[config.mk]
export PLATFORM = sky130hd
export DESIGN_NAME = bytebus_tick_counter
export DESIGN_NICKNAME = d
export VERILOG_FILES = /design/src/rtl/tcnt_pkg.sv /design/src/rtl/tcnt_tick_sel.sv /design/src/rtl/tcnt_bus.sv /design/src/rtl/tcnt_core.sv /design/src/rtl/bytebus_tick_counter.sv
export SDC_FILE = /design/constraint.sdc
export NUM_CORES = 1
export LEC_CHECK = 0
export BUFFER_PORTS_ARGS = -buffer_cell sky130_fd_sc_hd__buf_2
export CAP_MARGIN = 20
export CELL_PAD_IN_SITES_DETAIL_PLACEMENT = 0
export CELL_PAD_IN_SITES_GLOBAL_PLACEMENT = 1
export CORE_ASPECT_RATIO = 1.4
export CORE_MARGIN = 2
export CORE_UTILIZATION = 38
export CTS_BUF_LIST = sky130_fd_sc_hd__clkbuf_8
export DETAILED_ROUTE_END_ITERATION = 8
export GPL_TIMING_DRIVEN = 0
export PLACE_DENSITY_LB_ADDON = 0.1
export SLEW_MARGIN = 20
export SYNTH_ARGS = -nofsm -noshare
export SYNTH_HDL_FRONTEND = slang
export SYNTH_SLANG_ARGS = --single-unit
export TNS_END_PERCENT = 30
[constraint.sdc]
create_clock -name clk -period 3.91 [get_ports clk]
set_clock_uncertainty 0.05 [all_clocks]
set_input_delay 0.9775 -clock clk [delete_from_list [all_inputs] [get_ports clk]]
set_output_delay 0.9775 -clock clk [all_outputs]
set_load 0.1 [all_outputs]
[src/rtl/tcnt_pkg.sv]
package tcnt_pkg;
    localparam logic [1:0] ADDR_LO  = 2'd0;
    localparam logic [1:0] ADDR_HI  = 2'd1;
    localparam logic [1:0] ADDR_FLG = 2'd2;

    localparam logic [2:0] SEL_OFF      = 3'd0;
    localparam logic [2:0] SEL_SYS      = 3'd1;
    localparam logic [2:0] SEL_TAP0     = 3'd2;
    localparam logic [2:0] SEL_EXT_FALL = 3'd6;
    localparam logic [2:0] SEL_EXT_RISE = 3'd7;

    typedef enum logic [1:0] {
        MODE_FREE  = 2'd0,
        MODE_MATCH = 2'd1,
        MODE_UPDN  = 2'd2,
        MODE_RSVD  = 2'd3
    } cnt_mode_e;
endpackage

[src/rtl/tcnt_tick_sel.sv]
module tcnt_tick_sel
    import tcnt_pkg::*;
#(
    parameter int NTAP = 4
) (
    input  logic            clk,
    input  logic            rst_n,
    input  logic [2:0]      sel,
    input  logic [NTAP-1:0] taps,
    input  logic            ext_pin,
    output logic            tick
);
    typedef struct packed {
        logic s1;
        logic s2;
        logic s3;
    } sync_s;

    sync_s sync_d, sync_q;
    logic  rise, fall;

    always_comb begin
        sync_d.s1 = ext_pin;
        sync_d.s2 = sync_q.s1;
        sync_d.s3 = sync_q.s2;
        rise = sync_q.s2 & ~sync_q.s3;
        fall = ~sync_q.s2 & sync_q.s3;
        tick = 1'b0;
        case (sel)
            SEL_OFF:      tick = 1'b0;
            SEL_SYS:      tick = 1'b1;
            SEL_EXT_FALL: tick = fall;
            SEL_EXT_RISE: tick = rise;
            default: begin
                for (int k = 0; k < NTAP; k++) begin
                    if (sel == 3'(SEL_TAP0 + k)) tick = taps[k];
                end
            end
        endcase
    end

    always_ff @(posedge clk or negedge rst_n) begin
        if (!rst_n) sync_q <= '0;
        else        sync_q <= sync_d;
    end


    off_no_tick_chk: assert property (@(posedge clk) disable iff (!rst_n)
        (sel == SEL_OFF) |-> !tick);


    ext_rise_tick_chk: assert property (@(posedge clk) disable iff (!rst_n)
        (sel == SEL_EXT_RISE && tick) |-> ($past(ext_pin, 2) && !$past(ext_pin, 3)));
endmodule

[src/rtl/tcnt_bus.sv]
module tcnt_bus
    import tcnt_pkg::*;
#(
    parameter int DW = 8,
    localparam int W = 2 * DW
) (
    input  logic          clk,
    input  logic          rst_n,
    input  logic [1:0]    addr,
    input  logic [DW-1:0] wdata,
    input  logic          wr,
    input  logic          rd,
    input  logic [W-1:0]  cnt,
    input  logic          ovf,
    output logic [DW-1:0] rdata,
    output logic          load,
    output logic [W-1:0]  load_val,
    output logic          ovf_clr
);
    typedef struct packed {
        logic [DW-1:0] temp;
        logic [DW-1:0] rdata;
    } bus_s;

    bus_s bus_d, bus_q;

    always_comb begin
        bus_d    = bus_q;
        load     = wr && (addr == ADDR_LO);
        load_val = {bus_q.temp, wdata};
        ovf_clr  = wr && (addr == ADDR_FLG) && wdata[0];
        if (wr && addr == ADDR_HI) bus_d.temp = wdata;
        if (rd) begin
            case (addr)
                ADDR_LO: begin
                    bus_d.rdata = cnt[DW-1:0];
                    bus_d.temp  = cnt[W-1:DW];
                end
                ADDR_HI:  bus_d.rdata = bus_q.temp;
                ADDR_FLG: bus_d.rdata = {{(DW-1){1'b0}}, ovf};
                default:  bus_d.rdata = '0;
            endcase
        end
    end

    always_ff @(posedge clk or negedge rst_n) begin
        if (!rst_n) bus_q <= '0;
        else        bus_q <= bus_d;
    end

    assign rdata = bus_q.rdata;


    lo_read_capture_chk: assert property (@(posedge clk) disable iff (!rst_n)
        (rd && addr == ADDR_LO) |=> (bus_q.temp == $past(cnt[W-1:DW]) && rdata == $past(cnt[DW-1:0])));


    hi_write_temp_chk: assert property (@(posedge clk) disable iff (!rst_n)
        (wr && addr == ADDR_HI) |=> (bus_q.temp == $past(wdata)));


    rdata_hold_chk: assert property (@(posedge clk) disable iff (!rst_n)
        !rd |=> $stable(rdata));
endmodule

[src/rtl/tcnt_core.sv]
module tcnt_core
    import tcnt_pkg::*;
#(
    parameter int W = 16
) (
    input  logic         clk,
    input  logic         rst_n,
    input  logic         tick,
    input  logic         clr,
    input  logic         dir,
    input  logic [1:0]   mode,
    input  logic [W-1:0] match_top,
    input  logic         load,
    input  logic [W-1:0] load_val,
    input  logic         ovf_clr,
    output logic [W-1:0] cnt,
    output logic         at_top,
    output logic         at_bottom,
    output logic         ovf
);
    localparam logic [W-1:0] ALL_ONES = '1;
    localparam logic [W-1:0] ONE      = {{(W-1){1'b0}}, 1'b1};

    typedef struct packed {
        logic [W-1:0] cnt;
        logic         ovf;
    } core_s;

    core_s     core_d, core_q;
    cnt_mode_e md;
    logic [W-1:0] top_val, step;
    logic         ovf_hit;

    always_comb begin
        md      = cnt_mode_e'(mode);
        top_val = (md == MODE_MATCH || md == MODE_UPDN) ? match_top : ALL_ONES;
        if (dir) step = (core_q.cnt == '0) ? top_val : core_q.cnt - ONE;
        else     step = (core_q.cnt == top_val) ? '0 : core_q.cnt + ONE;

        core_d  = core_q;
        ovf_hit = 1'b0;
        if (load) begin
            core_d.cnt = load_val;
        end else if (tick) begin
            if (clr) begin
                core_d.cnt = '0;
            end else begin
                core_d.cnt = step;
                if (md == MODE_UPDN) ovf_hit = (step == '0) && (core_q.cnt != '0);
                else                 ovf_hit = !dir && (core_q.cnt == top_val);
            end
        end
        if (ovf_clr) core_d.ovf = 1'b0;
        if (ovf_hit) core_d.ovf = 1'b1;
    end

    always_ff @(posedge clk or negedge rst_n) begin
        if (!rst_n) core_q <= '0;
        else        core_q <= core_d;
    end

    assign cnt       = core_q.cnt;
    assign ovf       = core_q.ovf;
    assign at_top    = (core_q.cnt == top_val);
    assign at_bottom = (core_q.cnt == '0);


    load_wins_chk: assert property (@(posedge clk) disable iff (!rst_n)
        load |=> (cnt == $past(load_val)));


    idle_hold_chk: assert property (@(posedge clk) disable iff (!rst_n)
        (!load && !tick) |=> $stable(cnt));


    tick_clear_chk: assert property (@(posedge clk) disable iff (!rst_n)
        (!load && tick && clr) |=> (cnt == '0));


    match_wrap_chk: assert property (@(posedge clk) disable iff (!rst_n)
        (!load && tick && !clr && !dir && mode == MODE_MATCH && at_top) |=> (cnt == '0 && ovf));


    ovf_needs_tick_chk: assert property (@(posedge clk) disable iff (!rst_n)
        (!tick || load) |=> !$rose(ovf));
endmodule

[src/rtl/bytebus_tick_counter.sv]
module bytebus_tick_counter
    import tcnt_pkg::*;
#(
    parameter int DW   = 8,
    parameter int NTAP = 4,
    localparam int W   = 2 * DW
) (
    input  logic            clk,
    input  logic            rst_n,
    input  logic [1:0]      bus_addr,
    input  logic [DW-1:0]   bus_wdata,
    input  logic            bus_wr,
    input  logic            bus_rd,
    output logic [DW-1:0]   bus_rdata,
    input  logic [2:0]      clk_sel,
    input  logic [NTAP-1:0] pre_tap,
    input  logic            ext_pin,
    input  logic            cnt_dir,
    input  logic            cnt_clr,
    input  logic [1:0]      cnt_mode,
    input  logic [W-1:0]    match_top,
    output logic [W-1:0]    count,
    output logic            at_top,
    output logic            at_bottom,
    output logic            ovf_flag
);
    logic         tick, load, ovf_clr;
    logic [W-1:0] load_val;

    tcnt_tick_sel #(.NTAP(NTAP)) u_tick (
        .clk     (clk),
        .rst_n   (rst_n),
        .sel     (clk_sel),
        .taps    (pre_tap),
        .ext_pin (ext_pin),
        .tick    (tick)
    );

    tcnt_bus #(.DW(DW)) u_bus (
        .clk      (clk),
        .rst_n    (rst_n),
        .addr     (bus_addr),
        .wdata    (bus_wdata),
        .wr       (bus_wr),
        .rd       (bus_rd),
        .cnt      (count),
        .ovf      (ovf_flag),
        .rdata    (bus_rdata),
        .load     (load),
        .load_val (load_val),
        .ovf_clr  (ovf_clr)
    );

    tcnt_core #(.W(W)) u_core (
        .clk       (clk),
        .rst_n     (rst_n),
        .tick      (tick),
        .clr       (cnt_clr),
        .dir       (cnt_dir),
        .mode      (cnt_mode),
        .match_top (match_top),
        .load      (load),
        .load_val  (load_val),
        .ovf_clr   (ovf_clr),
        .cnt       (count),
        .at_top    (at_top),
        .at_bottom (at_bottom),
        .ovf       (ovf_flag)
    );


    hi_write_no_move_chk: assert property (@(posedge clk) disable iff (!rst_n)
        (bus_wr && bus_addr == ADDR_HI && !tick) |=> (count == $past(count)));


    no_rd_wr_overlap_chk: assert property (@(posedge clk) disable iff (!rst_n)
        !(bus_rd && bus_wr));
endmodule

Word-level counts from Yosys, hierarchy flattened
Cells that the tools add are included.

word-level totals
  flip-flop bits (word level) = 36
  latch bits = 0
  RAM bits = 0
  ROM bits = 0
  input bits = 42
  output and inout port bits = 27
  memories kept = 0

operators by class
  $add $sub $neg = 2
  multipliers = 0
  div/mod/pow operators = 0
  $lt $le $gt $ge = 0
  equal/unequal tests = 12
  shifts and indexed selects = 0
  muxes and demuxes = 22
  bitwise operators = 4
  reduce and logical (&&, ||, !) cells = 15

operators with widths
  operator                                              count
  two-way mux 16 bit                                    8
  zero test 16 bit                                      2
  case mux 8 bit (3 select lines)                       1
  adder 16 x 1 -> 16 bit (second input constant)        1
  equality test 16 bit                                  1
  two-way mux 8 bit                                     2
  nonzero test 16 bit                                   1
  subtractor 16 x 1 -> 16 bit (second input constant)   1
  equality test 3 bit (second input constant)           4
  two-way mux 1 bit                                     10
  equality test 3 x 2 -> 1 bit (second input constant)  2
  logical AND 1 bit                                     6
  equality test 2 x 1 -> 1 bit (second input constant)  2
  equality test 2 bit (second input constant)           2
  case mux 1 bit (4 select lines)                       1
  nonzero test 2 bit                                    2
  equality test 3 x 1 -> 1 bit (second input constant)  1
  zero test 3 bit                                       1
  AND 1 bit                                             2
  zero test 2 bit                                       1
  NOT 1 bit                                             2
  zero test 1 bit                                       1
  logical OR 1 bit                                      1

Logic depth before layout (Yosys ltp)
Gate-level depths: netlist of the first run.

  depth in word-level cells = 13
  depth in mapped cells = 13
  mapped depth without buffers = 10

Hierarchy
A second synthesis of the first run with hierarchy kept.

second synthesis, totals
  cell total of the unflattened synthesis = 468
  area, all modules = 3580.9 sq um

modules (own cells, without submodules)
  module         times used  cells an instance  area an instance (sq um)  seq. area each (sq um)
  tcnt_core      1           368                2519.9                    425.4
  tcnt_bus       1           87                 919.6                     400.4
  tcnt_tick_sel  1           13                 141.4                     75.1

Least setup slack after synthesis of the first run
No wires, ideal clock.

  path kind = input to output
  start point = input cnt_mode[0]
  end point = output at_top
  arrival = 3175 ps
  setup slack = -293 ps
  stages on the path = 8
  buffers on the path = 3
  cell sequence = inv_1 > ha_1 > clkbuf_1 > or4_1 > a32o_1 > nor4_1 > buf_2 > buf_2

on the way
  word-level cells in the longest chain between the ends = 4
  elaborated cells between the ends (all ways) = 5
  those cells by class = eq/ne: 3; mux: 1; reduce/logical: 1

RTL lines
  element                                                                     RTL line                    text
  from (decl)                                                                 bytebus_tick_counter.sv:20  input logic [1:0] cnt_mode,
  equality test 2 x 1 -> 1 bit / equality test 2 bit (equally long branches)  tcnt_core.sv:36             top_val = (md == MODE_MATCH || md == MODE_UPDN) ? match_top : ALL_ONES;
  logical OR 1 bit *                                                          tcnt_core.sv:36
  two-way mux 16 bit *                                                        tcnt_core.sv:36
  equality test 16 bit *                                                      tcnt_core.sv:64             assign at_top = (core_q.cnt == top_val);
  to (decl)                                                                   bytebus_tick_counter.sv:23  output logic at_top,

Mark *: on every way between the ends. The rest lies on a longest branch, timed or not.

Worst setup path in the final report of the first run
Ends and elaborated chain as after synthesis.

==> run_results.csv, run 1 <==
group,metric,value,unit
worst_setup_path,cp_num_buf_inv,5,
placed_design,dp_slack,-0.903,ns
power_and_ir_drop,ir_drop,323,µV
worst_hold_path,whs_endpoint,"u_tick.sync_d[0]",
placed_design,port_buffers,67,
timing,setup_viol,0,
clock_tree,cts_buffer_depth,2,
synthesis,ys_ff_latch,36,
die,die-area,9710,µm²
synthesis,synth_nets,491,
worst_setup_path,worstRegToRegCells,10,
drt,routed_via_density,6.04,
clock_tree,cts_buffers,5,
synthesis,synth_edf_count,0,
timing,finalCritPeriodShare,98.4,%
synthesis,synthArstFlopShare,100,%
die,die_h,116,µm
drt,ant_nets,0,
worst_hold_path,hold_path_class,"flop to flop",
run,max_cap_viol_count,0,
timing,max_freq,0.260,GHz
synthesis,synth_area_leaders,"dfrtp_1 (27%), mux2i_1 (5.9%), nand2_1 (4.9%)",
power_and_ir_drop,p_clk_share,13.5,%
power_and_ir_drop,p_total,2010,µW
drt,drtIter0Drc,332,
synthesis,synth_top_area_cell,"dfrtp_1",
die,initial_core_util,39.4,%
synthesis,synth.distinct_cells,64,
placed_design,gp_congestion,0.936,
clock_tree,htreeDepth,2,
run_status,outcome,"completed",
power_and_ir_drop,p_leak,0.00176,µW
worst_hold_path,min_path_cells,0,
finish,finalNetCount,570,
clock_tree,cts_hold_buf,0,
worst_setup_path,timing.rr.end,"u_core.cnt[8]",
power_and_ir_drop,p_seq_share,26.5,%
synthesis,synth_area,3390,µm²
worst_setup_path,path_cells,"buf_6 -> inv_4 -> ha_4 -> buf_8 -> or4_4 -> a32o_2 -> nor4_4 -> buf_4 -> buf_12",
synthesis,syn_inst,445,
worst_setup_path,required,2.88,ns
global_routing,grt_max_degree,37,
die,num_rows,40,
worst_setup_path,crit_path_top_delay_cell,"or4_4",
die,die_w,83.9,µm
global_routing,grt_pass1_wl,20800,µm
drt,wire_per_inst,21.4,µm
synthesis,syn_avg_cell_area,7.63,µm²
clock_tree,clk_latency,0.29,ns
finish,drive_gt1_share,20.4,%
worst_setup_path,critPathMaxFanout,8,
power_and_ir_drop,combPwrFrac,60.0,%
timing,slew_headroom,46.1,%
global_routing,antenna_found_initial,0,
worst_setup_path,arrival,2.82,ns
timing,setup_slack,0.0640,ns
worst_setup_path,timing.rr.start,"u_core.cnt[0]",
drt,wirelength,13500,µm
timing,rsz0062_at_grt,"false",
global_routing,grt_usage,27.7,%
worst_hold_path,hold_start,"u_tick.sync_d[1]",
clock_tree,cts_num_sinks,36,
worst_setup_path,crit_path_max_incr_delay,0.47,ns
die,pin_count,69,
drt,drt_first_pass_iters,5,
power_and_ir_drop,power.switching,1100,µW
clock_tree,path_clk_slew,0.06,ns
finish,n_antenna_cell,0,
die,core_area,8610,µm²
drt,remaining_drc_errors,0,
finish,area_delta_synth_final,21.7,%
worst_setup_path,critPathTopFamily,"simple AND/OR/NAND/NOR gates",
synthesis,synth_flop_cell,"dfrtp_1",
timing,hold_viol,0,
worst_setup_path,startpoint_type,"input port",
timing,fin_crit,3.85,ns
timing,worstMarginPinSlew,0.809,ns
drt,num_vias,3807,
worst_setup_path,crit_type,"input port to primary output",
timing,slew_violations,0,
placed_design,place_hpwl,10500,µm
synthesis,synth_top_area_share,26.5,%
clock_tree,cts_tree,"done",
clock_tree,cts_root_buf,"clkbuf_8",
global_routing,grt_overflow,0,
power_and_ir_drop,power_density,486,nW/µm²
synthesis,ys.warnings.count,0,
worst_setup_path,cp-end-kind,"primary output",
power_and_ir_drop,internal_power,906,µW
worst_setup_path,regToRegSetupSlack,0.43,ns
global_routing,grt_pass1_vias,3788,
power_and_ir_drop,swShare,54.9,%
synthesis,ys_seq_area_share,26.5,%
[cells in the final DEF, fill, tap and decap left out, types with 15 or more instances in the layout]
master     n
nor2_1    39
o21ai_0   21
a21oi_1   21
buf_2     66
nor3_1    17
clkbuf_1  29
nand2_1   44
xor2_1    17
mux2i_1   20
dfrtp_1   36
xnor2_1   15
a31oi_1   15
[state kept, by name, summed over array words and instances (netlist names)]
signal          cells
u_tick.sync_d       2
u_bus.rdata         8
u_bus.load_val      8
u_core.ovf          1
u_core.cnt         16
u_tick.sync_q       1
[per-stage QoR]
step	util, %	std cells	instance area [µm²]	setup TNS, ns	hold WS, ns
2_1_floorplan	-	445	3410	0	0.281
3_3_place_gp	45.0	617	3880	-0.980	0.286
3_5_place_dp	45.0	617	3880	-1.05	0.289
4_1_cts	47.2	629	4060	-0.0723	0.304
5_1_grt	48.0	630	4130	0	0.331
6_report	48.0	630	4130	0	0.302
[area by class of cell]
type,instances,area [µm²]
fill,912,4480
multi-input combinational,353,2360
sequential,36,901
timing repair buffer,73,418
buffer,41,178
tap,105,131
clock buffer,6,82.6
inverter,14,55.1
clock inverter,2,7.51
[per-layer routing]
layer | vias up | wire [µm] | track usage [%]
met5 | - | 0 | 0
met4 | 0 | 797 | 17.6
met3 | 42 | 680 | 2.35
met2 | 178 | 6520 | 48.5
met1 | 1786 | 5470 | 32.8
li1 | 1801 | - | -
[power groups by stage]
stage	combinational (µW)	sequential, µW	clock [µW]
2_1_floorplan	527	852	0
3_3_place_gp	1150	531	0
3_5_place_dp	1160	533	0
4_1_cts	1180	527	272
5_1_grt	1280	538	288
6_report	1200	532	271
[timing repair]
| action | in CTS | in global routing |
|---|---|---|
| hold endpoints to repair | 0 | 0 |
| setup endpoints to repair | 2 | 2 |
| setup buffers | 5 | 1 |
| gates resized for setup | 18 | 17 |
| pin swaps | 5 | 8 |
[worst max path at each step]
stage                start      to  slack (ns)  depth (start not counted)
2_1_floorplan  cnt_mode[0]  at_top        0.01                          8
3_3_place_gp   cnt_mode[0]  at_top       -0.90                         12
3_5_place_dp   cnt_mode[0]  at_top       -0.90                         12
4_1_cts        cnt_mode[0]  at_top       -0.07                         10
5_1_grt        cnt_mode[0]  at_top       0.005                         11
6_report       cnt_mode[0]  at_top        0.06                          9
[cell usage after synthesis (4+ instances only)]
cell	number
inv_1	13
o311a_1	5
a31oi_1	15
or3_1	9
and2_1	5
nand2_1	44
clkbuf_1	33
nor4_1	13
nor2b_1	5
nand4_1	8
a22oi_1	4
dfrtp_1	36
xor2_1	17
nand3_1	10
o21ai_0	21
nor3_1	17
nor2_1	39
mux2i_1	20
buf_2	4
and4_1	4
o22ai_1	13
ha_1	4
buf_1	5
xnor2_1	15
a21oi_1	21
[cell families after synthesis]
logic type,Yosys count,share of synthesized area (%)
xor gates and xnor gates,32,8.26
buffers and inverters,56,6.34
and+or+nand+nor,184,29.2
AOI/OAI and AO/OA,112,21.6
adders and majority gates,4,1.47
muxes,21,6.56
DFF,36,26.5
Power figures use the tool's default switching activity.
==> run 2, diff against run 1 <==
--- a/config.mk
+++ b/config.mk
@@ -19,5 +19,6 @@
 export SLEW_MARGIN = 20
 export SYNTH_ARGS = -nofsm -noshare
 export SYNTH_HDL_FRONTEND = slang
+export SYNTH_HIERARCHICAL = 1
 export SYNTH_SLANG_ARGS = --single-unit
 export TNS_END_PERCENT = 30
==> run 2 against run 1 <==
- clock power is 1% higher
- non-clock buffer count rose by 5
- critical endpoint unchanged
- fmax fell by 0.82%
==> run_results.csv, run 2 <==
group,metric,value,unit
run_status,outcome,"completed",
worst_setup_path,cp-end-kind,"primary output",
timing,rsz0062_at_grt,"true",
worst_setup_path,required,2.88,ns
die,die_h,119,µm
synthesis,synth_area_leaders,"dfrtp_1 (25%), a21oi_1 (7.7%), xnor2_1 (4.2%)",
global_routing,grt_pass1_wl,21800,µm
drt,wire_per_inst,21.8,µm
finish,layout_common_cells,"buf_2 (64), a21oi_1 (55), dfrtp_1 (36), nand2_1 (29), inv_1 (27)",
clock_tree,cts_num_sinks,36,
global_routing,grt_usage,27.8,%
die,die-area,10200,µm²
finish,fin_area,4300,µm²
timing,slew_headroom,39.2,%
timing,hold_viol,0,
drt,ant_nets,0,
clock_tree,path_clk_slew,0.07,ns
timing,fin_crit,3.88,ns
run,max_cap_viol_count,0,
die,pin_count,69,
timing,max_freq,0.258,GHz
die,die_w,86.0,µm
global_routing,grt_max_degree,37,
die,num_rows,41,
drt,drt_first_pass_iters,5,
finish,area_delta_synth_final,20.1,%
timing,finalCritPeriodShare,99.2,%
drt,routed_via_density,6.23,
global_routing,grt_pass1_vias,3894,
clock_tree,cts_buffer_depth,2,
clock_tree,cts_tree,"done",
clock_tree,htreeDepth,2,
drt,drtIter0Drc,376,
synthesis,synth_top_area_share,25.2,%
finish,largest_reg_flops,16,
finish,finalNetCount,589,
clock_tree,cts_hold_buf,0,
global_routing,grt_overflow,0,
timing,setup_viol,0,
synthesis,synth_area,3580,µm²
synthesis,syn_inst,468,
synthesis,synthArstFlopShare,100,%
timing,worstMarginPinSlew,0.888,ns
die,core_area,9080,µm²
synthesis,synth_most_common_cell,"a21oi_1",
worst_setup_path,startpoint_type,"input port",
die,initial_core_util,39.4,%
global_routing,antenna_found_initial,0,
clock_tree,clk_latency,0.30,ns
finish,n_antenna_cell,0,
clock_tree,cts_buffers,5,
synthesis,ys_top_cells_by_count,"a21oi_1 (55), dfrtp_1 (36), clkbuf_1 (31), nand2_1 (30), inv_1 (28)",
finish,final_common_cell,"buf_2",
worst_setup_path,arrival,2.85,ns
drt,num_vias,4057,
synthesis,synth_top_area_cell,"dfrtp_1",
timing,finalSetupTns,0,ns
placed_design,port_buffers,65,
placed_design,gp_congestion,0.928,
drt,wirelength,14200,µm
synthesis,ys.warnings.count,6,
drt,remaining_drc_errors,0,
timing,slew_violations,0,
synthesis,synth_flop_cell,"dfrtp_1",
synthesis,ys_ff_latch,36,
finish,ff_latch_area,901,µm²
synthesis,syn_avg_cell_area,7.65,µm²
finish,multi_input_area,2380,µm²
worst_setup_path,critPathMaxFanout,6,
synthesis,synth_nets,514,
worst_setup_path,crit_type,"input port to primary output",
clock_tree,cts_root_buf,"clkbuf_8",
power_and_ir_drop,ir_drop,248,µV
synthesis,ys_seq_area_share,25.2,%
placed_design,place_area,4070,µm²
worst_hold_path,hold_path_class,"flop to flop",
power_and_ir_drop,p_leak,0.00178,µW
synthesis,synth_edf_count,0,
finish,drive_gt1_share,22.2,%
power_and_ir_drop,power_density,482,nW/µm²
placed_design,place_hpwl,10900,µm
finish,fill_cells,964,
synthesis,synth.distinct_cells,61,
## run 2: path summary, 6_finish.rpt
path / start / endpoint / slack (ns) / depth (start not counted)
setup / recovery: cnt_mode[1] / at_top / 0.03 / 11
hold / removal: u_tick/sync_d[1] / u_tick/sync_d[0] / 0.30 / 0
setup reg to reg: u_core/cnt[4] / u_core/cnt[4] / 0.42 / 9
hold reg to reg: u_tick/sync_d[1] / u_tick/sync_d[0] / 0.30 / 0
max in group asynchronous: rst_n / u_core/cnt[5] / 2.57 / 1
min in group asynchronous: rst_n / u_core/cnt[0] / 0.71 / 1
## run 2: through the flow
stage	setup slack [ns]	cells	total power [µW]	hold slack, ns	util [%]
6_report	0.0322	651	2070	0.302	47.4
4_1_cts	-0.0339	651	2050	0.302	47.1
5_1_grt	-0.0137	651	2180	0.321	47.4
3_5_place_dp	-0.762	640	1760	0.287	44.8
2_1_floorplan	-0.0530	468	1440	0.281	-
3_3_place_gp	-0.798	640	1760	0.284	44.8
## run 2: where the power goes
| part | total [µW] | internal [µW] | switching, µW |
|---|---|---|---|
| registers | 557 | 438 | 119 |
| logic | 1240 | 355 | 884 |
| clock network | 275 | 138 | 136 |
| total | 2070 | 931 | 1140 |
## run 2: critical path, stage by stage
cell and delay, ns:
buf_6 0.10, ha_4 0.23, buf_8 0.13, or3_4 0.32, a211oi_2 0.21, o22ai_2 0.14
and4b_1 0.29, clkbuf_8 0.15, nand2_8 0.05, clkinvlp_4 0.08, buf_12 0.17
## run 2: logic make-up (layout without fill, tap and decap cells)
logic type / after synthesis / in the layout / synth area share, %
mux: 11 / 11 / 3.07
compound gates: 155 / 155 / 29.0
simple gates: 158 / 158 / 24.8
flops: 36 / 36 / 25.2
buf+inv: 80 / 156 / 10.7
xor+xnor: 24 / 24 / 5.87
fa+ha+maj: 4 / 4 / 1.40
## run 2: layout make-up
type | count | share of cell area (%)
Multi-Input combinational cell | 352 | 55.3
Sequential cell | 36 | 20.9
Timing Repair Buffer | 69 | 8.96
Buffer | 50 | 6.87
Tap cell | 107 | 3.11
Inverter | 29 | 2.76
Clock buffer | 6 | 1.92
Clock inverter | 2 | 0.175
## run 2: metal layers
layer / vias up / track usage, % / share of wire, %
met4: 0 / 12.8 / 4.4
met5: - / 0 / 0
li1: 1896 / - / -
met3: 37 / 2.70 / 6.0
met1: 1931 / 33.9 / 39
met2: 193 / 48.5 / 51
## run 2: repair_timing
item,CTS,global route
endpoints found under the setup margin,2,1
buffers inserted,4,0
gates resized for setup,18,6
pin swaps,5,4
==> run 3, diff against run 2 <==
--- a/config.mk
+++ b/config.mk
@@ -7,15 +7,13 @@
 export LEC_CHECK = 0
 export BUFFER_PORTS_ARGS = -buffer_cell sky130_fd_sc_hd__buf_2
 export CAP_MARGIN = 20
-export CELL_PAD_IN_SITES_DETAIL_PLACEMENT = 0
-export CELL_PAD_IN_SITES_GLOBAL_PLACEMENT = 1
 export CORE_ASPECT_RATIO = 1.4
 export CORE_MARGIN = 2
-export CORE_UTILIZATION = 38
+export CORE_UTILIZATION = 45
 export CTS_BUF_LIST = sky130_fd_sc_hd__clkbuf_8
 export DETAILED_ROUTE_END_ITERATION = 8
 export GPL_TIMING_DRIVEN = 0
-export PLACE_DENSITY_LB_ADDON = 0.1
+export PLACE_DENSITY = 0.7
 export SLEW_MARGIN = 20
 export SYNTH_ARGS = -nofsm -noshare
 export SYNTH_HDL_FRONTEND = slang
==> run 3 against run 2 <==
- routed wire length is 0.23% lower
- highest routed layer unchanged
- register-to-register slack hardly changed
- final area is 0.79% lower
- hold slack better by 0.00098 ns
- critical path depth stayed put
- critical path type unchanged
- first-iteration DRC count is 16% higher
- sequential share of layout area is 0.17 points higher
==> run_results.csv, run 3 (same netlist as run 2, synthesis figures left out) <==
group,metric,value,unit
placed_design,port_buffers,65,
worst_setup_path,startpoint_type,"input port",
finish,finalNetCount,589,
timing,slew_violations,0,
global_routing,grt_usage,33.3,%
clock_tree,path_clk_slew,0.07,ns
die,initial_core_util,46.2,%
clock_tree,cts_buffer_depth,2,
global_routing,grt_max_degree,37,
drt,remaining_drc_errors,0,
drt,num_vias,4206,
worst_hold_path,hold_path_class,"flop to flop",
power_and_ir_drop,swShare,55.1,%
finish,largest_reg_flops,16,
worst_setup_path,critPathMaxFanout,5,
finish,layout_common_cells,"buf_2 (64), a21oi_1 (55), dfrtp_1 (36), nand2_1 (29), inv_1 (27)",
clock_tree,cts_root_buf,"clkbuf_8",
finish,final_common_cell,"buf_2",
timing,setup_slack,0.00300,ns
timing,worstMarginPinSlew,0.923,ns
clock_tree,cts_num_sinks,36,
timing,setup_viol,0,
timing,finalSetupTns,0,ns
die,die-area,8700,µm²
drt,wirelength,14200,µm
timing,finalCritPeriodShare,99.9,%
global_routing,grt_overflow,0,
timing,max_freq,0.256,GHz
die,die_w,79.4,µm
placed_design,place_hpwl,10600,µm
clock_tree,cts_hold_buf,0,
power_and_ir_drop,p_leak,0.00178,µW
timing,hold_ws,0.303,ns
finish,fin_area,4270,µm²
global_routing,grt_pass1_vias,4174,
power_and_ir_drop,power.switching,1140,µW
worst_setup_path,arrival,2.88,ns
finish,fill_cells,760,
run_status,outcome,"completed",
global_routing,grt_pass1_wl,22200,µm
placed_design,gp_congestion,0.998,
finish,drive_gt1_share,21.7,%
power_and_ir_drop,combPwrFrac,60.2,%
worst_setup_path,cp-end-kind,"primary output",
power_and_ir_drop,internal_power,929,µW
die,core_area,7750,µm²
timing,rsz0062_at_grt,"true",
run,max_cap_viol_count,0,
global_routing,antenna_found_initial,0,
drt,routed_via_density,6.53,
clock_tree,htreeDepth,2,
worst_setup_path,crit_type,"input port to primary output",
power_and_ir_drop,p_clk_share,12.7,%
finish,area_delta_synth_final,19.1,%
worst_setup_path,required,2.88,ns
power_and_ir_drop,power_density,485,nW/µm²
clock_tree,cts_tree,"done",
die,pin_count,69,
drt,drtIter0Drc,436,
power_and_ir_drop,ir_drop,286,µV
die,num_rows,38,
clock_tree,clk_latency,0.28,ns
drt,wire_per_inst,22.0,µm
die,die_h,110,µm
placed_design,dp_slack,-0.630,ns
clock_tree,cts_buffers,5,
drt,ant_nets,0,
finish,n_antenna_cell,0,
drt,drt_first_pass_iters,6,
timing,hold_viol,0,
timing,slew_headroom,36.9,%
placed_design,place_area,4060,µm²
power_and_ir_drop,p_seq_share,27.1,%
timing,fin_crit,3.91,ns
==> run 3: cell types whose count changed in the layout (fill, tap and decap cells not counted) <==
cell / change
o21ai_0: -1
nor4_2: -2
o22ai_2: -1
o311a_2: +1
o311a_4: -1
buf_4: -1
o21ai_1: +1
o22ai_1: +1
buf_6: +1
nor4_1: +2
==> run 3: timing repair <==
action                                  4_1_cts  5_1_grt
pin swaps                                     5        2
endpoints found under the setup margin        2        2
gates resized for setup                      17        5
buffers inserted                              4        0
==> run 3: layer usage <==
| layer | vias to the layer above | routed length [µm] | GRT usage [%] |
|---|---|---|---|
| met1 | 1976 | 5240 | 37.6 |
| li1 | 1898 | - | - |
| met4 | 0 | 971 | 23.2 |
| met5 | - | 0 | 0 |
| met3 | 64 | 1070 | 3.37 |
| met2 | 268 | 6900 | 58.4 |
==> run 3: path summary, 6_finish.rpt <==
check | cells after the start | to | from | slack (ns)
worst max-delay path | 11 | at_top | cnt_mode[1] | 0.003
worst min-delay path | 0 | u_tick/sync_d[0] | u_tick/sync_d[1] | 0.30
worst max register to register | 9 | u_core/cnt[4] | u_core/cnt[4] | 0.42
worst min register to register | 0 | u_tick/sync_d[0] | u_tick/sync_d[1] | 0.30
max in group asynchronous | 1 | u_core/cnt[15] | rst_n | 2.56
min in group asynchronous | 1 | u_core/cnt[0] | rst_n | 0.74
==> run 3: worst max-delay path, cell delays in order <==
cell	delay [ns]
buf_6	0.10
ha_4	0.23
buf_8	0.13
or3_4	0.32
a211oi_2	0.20
o22ai_2	0.14
and4b_1	0.29
clkbuf_8	0.16
nand2_8	0.05
clkinvlp_4	0.10
buf_12	0.17
==> run 3: power by group through the flow <==
stage / clock network, µW / logic [µW] / registers, µW
2_1_floorplan: 0 / 580 / 864
3_3_place_gp: 0 / 1190 / 558
3_5_place_dp: 0 / 1200 / 562
4_1_cts: 268 / 1220 / 555
5_1_grt: 281 / 1320 / 569
6_report: 263 / 1250 / 561
==> run 3: cell type report <==
class	count	area [µm²]	area share [%]
Clock inverter	2	7.51	0.176
Multi-Input combinational cell	352	2350	55.0
Clock buffer	6	82.6	1.94
Sequential cell	36	901	21.1
Buffer	50	295	6.92
Tap cell	100	125	2.93
Inverter	29	119	2.79
Timing Repair Buffer	69	389	9.12
==> run 3: metrics by stage <==
| step | cells | total power [µW] | util, % |
|---|---|---|---|
| 6_report | 644 | 2070 | 55.1 |
| 3_3_place_gp | 633 | 1750 | 52.4 |
| 5_1_grt | 644 | 2170 | 55.1 |
| 2_1_floorplan | 468 | 1440 | - |
| 4_1_cts | 644 | 2040 | 54.9 |
| 3_5_place_dp | 633 | 1760 | 52.4 |
